## config.mk

```make
export PLATFORM = sky130hd
export DESIGN_NAME = bridge_gate_ctrl
export DESIGN_NICKNAME = d
export VERILOG_FILES = /design/src/rtl/bridge_gate_ctrl.sv
export SDC_FILE = /design/constraint.sdc
export NUM_CORES = 1
export LEC_CHECK = 0
export CAP_MARGIN = 15
export CORE_ASPECT_RATIO = 1.1
export CORE_MARGIN = 1
export CORE_UTILIZATION = 50
export DETAILED_ROUTE_END_ITERATION = 10
export MAX_ROUTING_LAYER = met4
export PLACE_DENSITY = 0.73
export SLEW_MARGIN = 20
export SYNTH_ARGS = -nofsm -noshare
export SYNTH_HDL_FRONTEND = slang
export SYNTH_SLANG_ARGS = --single-unit
```

## constraint.sdc

```tcl
create_clock -name clk -period 3.9 [get_ports clk]
set_input_delay 0.585 -clock clk [delete_from_list [all_inputs] [get_ports clk]]
set_output_delay 0.585 -clock clk [all_outputs]
set_load 0.02 [all_outputs]
```

## src/rtl/bridge_gate_ctrl.sv

```systemverilog
module bridge_gate_ctrl #(
  parameter int PHASES = 3,
  parameter int DEAD   = 8,
  parameter int UVN    = 2
) (
  input  logic              clk,
  input  logic              rst_n,
  input  logic [PHASES-1:0] cmd_hi,
  input  logic [PHASES-1:0] cmd_lo,
  input  logic [PHASES-1:0] oc_flag,
  input  logic [UVN-1:0]    uv_flag,
  input  logic              dis_in,
  input  logic              lim_ext_en,
  input  logic              lim_ext_val,
  output logic              lim_flag,
  output logic [PHASES-1:0] gate_hi,
  output logic [PHASES-1:0] gate_lo
);
  localparam int CW = $clog2(DEAD + 1) + 1;
  typedef enum logic [1:0] {SW_OFF, SW_UP, SW_DN} sw_t;

  logic [PHASES-1:0] hi_m, hi_s, hi_d, lo_m, lo_s;
  logic              lim_q;

  always_ff @(posedge clk or negedge rst_n)
    if (!rst_n) begin
      hi_m <= '0; hi_s <= '0; hi_d <= '0; lo_m <= '0; lo_s <= '0;
    end else begin
      hi_m <= cmd_hi; hi_s <= hi_m; hi_d <= hi_s;
      lo_m <= cmd_lo; lo_s <= lo_m;
    end

  wire oc_any   = |oc_flag;
  wire defeat   = lim_ext_en & ~lim_ext_val;
  wire ext_off  = lim_ext_en & lim_ext_val;
  wire rise_any = |(hi_s & ~hi_d);
  wire kill     = (|uv_flag) | dis_in | ext_off | lim_q;

  always_ff @(posedge clk or negedge rst_n)
    if (!rst_n)        lim_q <= 1'b0;
    else if (defeat)   lim_q <= 1'b0;
    else if (oc_any)   lim_q <= 1'b1;
    else if (rise_any) lim_q <= 1'b0;

  assign lim_flag = lim_q;

  for (genvar p = 0; p < PHASES; p++) begin : g_ph
    sw_t           st;
    logic [CW-1:0] cnt;
    sw_t           want;

    always_comb begin
      want = SW_OFF;
      if (hi_s[p] & ~lo_s[p]) want = SW_UP;
      else if (lo_s[p] & ~hi_s[p]) want = SW_DN;
    end

    always_ff @(posedge clk or negedge rst_n)
      if (!rst_n) begin
        st  <= SW_OFF;
        cnt <= '0;
      end else if (want != st) begin
        if (st != SW_OFF) begin
          st  <= SW_OFF;
          cnt <= CW'(DEAD);
        end else if (cnt != '0) begin
          cnt <= cnt - 1'b1;
        end else begin
          st <= want;
        end
      end else if (cnt != '0) begin
        cnt <= cnt - 1'b1;
      end

    assign gate_hi[p] = ~kill & (st == SW_UP);
    assign gate_lo[p] = ~kill & (st == SW_DN);
  end

  a_r3_no_direct_swap: assert property (@(posedge clk) disable iff (!rst_n)
    ((gate_hi & $past(gate_lo)) == '0) && ((gate_lo & $past(gate_hi)) == '0));

  a_r4_limit_sets: assert property (@(posedge clk) disable iff (!rst_n)
    (oc_any && !defeat) |=> (lim_flag && gate_hi == '0 && gate_lo == '0));

  a_r5_limit_holds: assert property (@(posedge clk) disable iff (!rst_n)
    (lim_flag && !oc_any && !rise_any && !defeat) |=> lim_flag);

  a_r7_defeat_clears: assert property (@(posedge clk) disable iff (!rst_n)
    defeat |=> !lim_flag);

  a_r8_dis_off: assert property (@(posedge clk) disable iff (!rst_n)
    dis_in |-> ((gate_hi | gate_lo) == '0));

  a_r9_uv_off: assert property (@(posedge clk) disable iff (!rst_n)
    (|uv_flag) |-> ((gate_hi | gate_lo) == '0));
endmodule

```

==> results of run 1 <==
synthesized netlist by cell type (all sizes together), types with 3 or more instances:
cell type / instances / share of area, %
a211oi: 3 / 1.4
inv: 9 / 2.1
ha: 3 / 2.4
a21oi: 6 / 1.9
nor3: 6 / 1.9
a221oi: 5 / 4.4
nor4b: 3 / 4.0
nand2b: 7 / 2.8
xnor2: 5 / 2.8
nor3b: 6 / 2.9
dfrtp: 37 / 59
nor2: 12 / 2.9
a21o: 3 / 1.4
state kept, by name, indices dropped and copies added (netlist names):
name / cells
lo_m: 3
g_ph.cnt: 15
hi_s: 3
hi_d: 3
lo_s: 3
lim_flag: 1
hi_m: 3
g_ph.st: 6
worst register-to-register path: cells and delay by family (launching register included):
kind | cells | cell delay (ps)
fa+ha+maj | 1 | 240
compound gates | 1 | 180
flops | 1 | 400
simple gates | 2 | 530
buf+inv | 1 | 90
power breakdown:
part | switching [µW] | internal (µW) | total [µW]
clock network | 132 | 136 | 268
logic | 183 | 222 | 405
registers | 83.1 | 468 | 551
total | 399 | 826 | 1220
stage by stage:
| step | hold WS (ps) | area (µm²) |
|---|---|---|
| 6_report | 361.5 | 1916 |
| 5_1_grt | 382.5 | 1916 |
| 4_1_cts | 365.5 | 1916 |
| 3_5_place_dp | 337.1 | 1832 |
| 3_3_place_gp | 333.2 | 1832 |
| 2_1_floorplan | 289.4 | 1575 |
routing by layer:
layer	wire length, µm	up-vias	global-route usage, %
met2	1243	29	30.29
li1	-	502	-
met4	63	0	11.07
met1	1250	508	23.07
met3	139	7	7.463
met5	0	-	-
cell families after synthesis:
| group | after synthesis | share of synthesized area (%) |
|---|---|---|
| simple gates | 45 | 19.70 |
| flops | 37 | 58.78 |
| compound gates | 23 | 12.23 |
| buf+inv | 12 | 3.018 |
| xor+xnor | 7 | 3.892 |
| fa+ha+maj | 3 | 2.383 |
worst paths after layout:
kind	cells after the start	slack (ps)	startpoint	endpoint
max in group asynchronous	2	2950	rst_n	g_ph[1].st[0]
hold / removal	0	360	lo_m[1]	lo_s[1]
setup reg to reg	5	2380	g_ph[0].cnt[1]	g_ph[0].cnt[1]
hold reg to reg	0	360	lo_m[1]	lo_s[1]
setup / recovery	5	920	uv_flag[1]	gate_lo[2]
min in group asynchronous	2	630	rst_n	g_ph[2].cnt[1]
area by class of cell:
cell class | instances | share of cell area (%)
clock buffer | 5 | 1.960
clock inverter | 3 | 2.417
inverter | 9 | 1.764
multi-input combinational | 78 | 31.42
sequential | 37 | 48.33
tap | 34 | 2.221
timing repair buffer | 23 | 11.89
==> results.txt, run 1 <==
----------------------------------------------------
[Yosys]
  Cell area after synthesis ... 0.001575 mm²
  EDFF count, synth ... 0
  Yosys warning total ... 0
  Count of state elements after synthesis ... 37
  Dominant register cell in the synthesized netlist ... sky130_fd_sc_hd__dfrtp_1
  Nets in the synthesized netlist ... 146
  Sequential fraction of the synthesis area ... 58.78%
  Count of cell types in the netlist ... 29
  Asr flop ratio synth ... 100.0%
  Gate count of the mapped netlist ... 127
  Mapped Avg Cell Area ... 12.40 µm²

[Worst setup path]
  Cell type of the slowest stage on the worst timing path ... sky130_fd_sc_hd__clkdlybuf4s50_1
  Kind of cell adding the most delay to the critical path ... buffers and inverters
  Longest individual stage delay on the worst path ... 650 ps
  Sort of element at the end of the critical path ... output pin
  Critical-path cell list ... clkdlybuf4s50_1, nor4_1, nand2_1, nor3b_1, clkdlybuf4s50_1
  Number of buffers and inverters on the critical path ... 2
  WP data required ... 3310 ps
  Maximum fanout along the worst path ... 6
  Startpoint class of the critical path ... primary input
  CP arrival ... 2400 ps
  Crit-path most repeated cell ... sky130_fd_sc_hd__clkdlybuf4s50_1
  Critical Setup Path Class ... primary input to output pin

[CTS]
  Clock edge transition at the registers on the reported setup and hold paths ... 110 ps
  Longest Clk Path Bufs ... 2
  Hold Buf Count CTS ... 0
  Count of clock tree sinks ... 37
  Total of cells resized after clock tree synthesis ... 0
  Maximum level of the CTS H-tree ... 2
  Total CTS buffers ... 5
  Clock insertion delay at the later pin of the skew report ... 350 ps
  Post-CTS Setup Bufs ... 0
  CTS tree ... yes
  Clk Tree Root Cell ... sky130_fd_sc_hd__clkbuf_4

[Status]
  Status ... finished, final reports clean

[Layout]
  # diodes ... 0
  Area of combinational cells with multiple inputs ... 601.8 µm²
  Reg area ... 925.9 µm²
  Post-route core utilization ... 63.40%
  Fill cells ... 243
  Commonest cells after routing, fill and taps aside ... sky130_fd_sc_hd__dfrtp_1, sky130_fd_sc_hd__clkdlybuf4s50_1, sky130_fd_sc_hd__nor2_1
  Area Overhead vs Synth ... 21.60%
  Most common library cell in the layout ignoring fill and taps ... sky130_fd_sc_hd__dfrtp_1
  Fin nets ... 173
  Final instance count without filler cells ... 189
  Fraction of final layout cells with drive strength greater than 1 ... 11.61%

[Detailed routing]
  Detailed-route wire length ... 2697 µm
  Detailed router's first-iteration violation count ... 35
  DR vias ... 1046
  Length of the first detailed-routing pass in iterations ... 4
  DRC violation count after routing ... 0
  Routed Antenna Nets ... 0
  Per-cell via count in the routed design ... 5.534
  Wire length per cell ... 14.27 µm

[Power]
  Total power after layout ... 1225 µW
  Cell area power density ... 639.2 mW/mm²
  Worst vdd rail ir drop ... 0.4749 mV
  Static leakage power ... 0.0008241 µW

[STA]
  Clock Skews ... 7.532 ps
  Total negative slack for setup checks ... 0 ps
  Part of the cycle the worst path needs ... 76.51%
  Number of hold violations in the final report ... 0
  Final min period ... 2984 ps
  Worst path setup slack after routing ... 915.9 ps
  Final setup fails ... 0
  Max Slew Vio Count ... 0
  Setup repair after global routing missed its margin ... false
  Top achievable clock speed ... 0.3351 GHz
  Worst Max-Slew Pin Slew ... 481.5 ps
  Slew headroom ... 67.81%

[Placed design]
  Final weighted congestion in routability-driven placement ... 0.7444
  IO Port Bufs ... 22
  Dpl hpwl ... 1990 µm
  Cell total after placement ... 181
  Worst slack after detailed placement ... 849.5 ps

[Floorplanning]
  Initial cell density of the core ... 52.13%
  Boundary Pins ... 23
  Height of the die ... 60.87 µm
  FP Rows ... 21
  Die Wd ... 55.52 µm
  Core Box Area ... 0.003022 mm²
  DIE AREA ... 0.003379 mm²

[Hold path]
  Kind of path behind the tightest hold check ... register to register

[GRT]
  Remaining global-route overflow ... 0
  Initial antenna violation count ... 0
  Global-route wire length before repair ... 4712 µm
  Via count of the first global-routing pass ... 1055
  Maximum number of pins on one net before global-route repair ... 38
  Global router's overall resource usage ... 19.89%

[Flow run]
  Max-cap violation count ... 0

----------------------------------------------------
Note: power is estimated with default switching activity, not from simulation.
==> run 2: changes to the inputs <==
==> constraint.sdc (replaced) <==
create_clock -name clk -period 3.1 [get_ports clk]
set_input_delay 0.465 -clock clk [delete_from_list [all_inputs] [get_ports clk]]
set_output_delay 0.465 -clock clk [all_outputs]
set_load 0.02 [all_outputs]
==> results of run 2 <==
Same layout as run 1 (identical final DEF). Status: finished, final reports clean.
Among the figures that moved: setup slack after placement 849.5 ps -> 289.5 ps; setup slack after layout 915.9 ps -> 355.9 ps; register-to-register setup slack 2380 ps -> 1580 ps; total power 1225 µW -> 1541 µW; worst IR drop on VDD 0.4749 mV -> 0.5975 mV
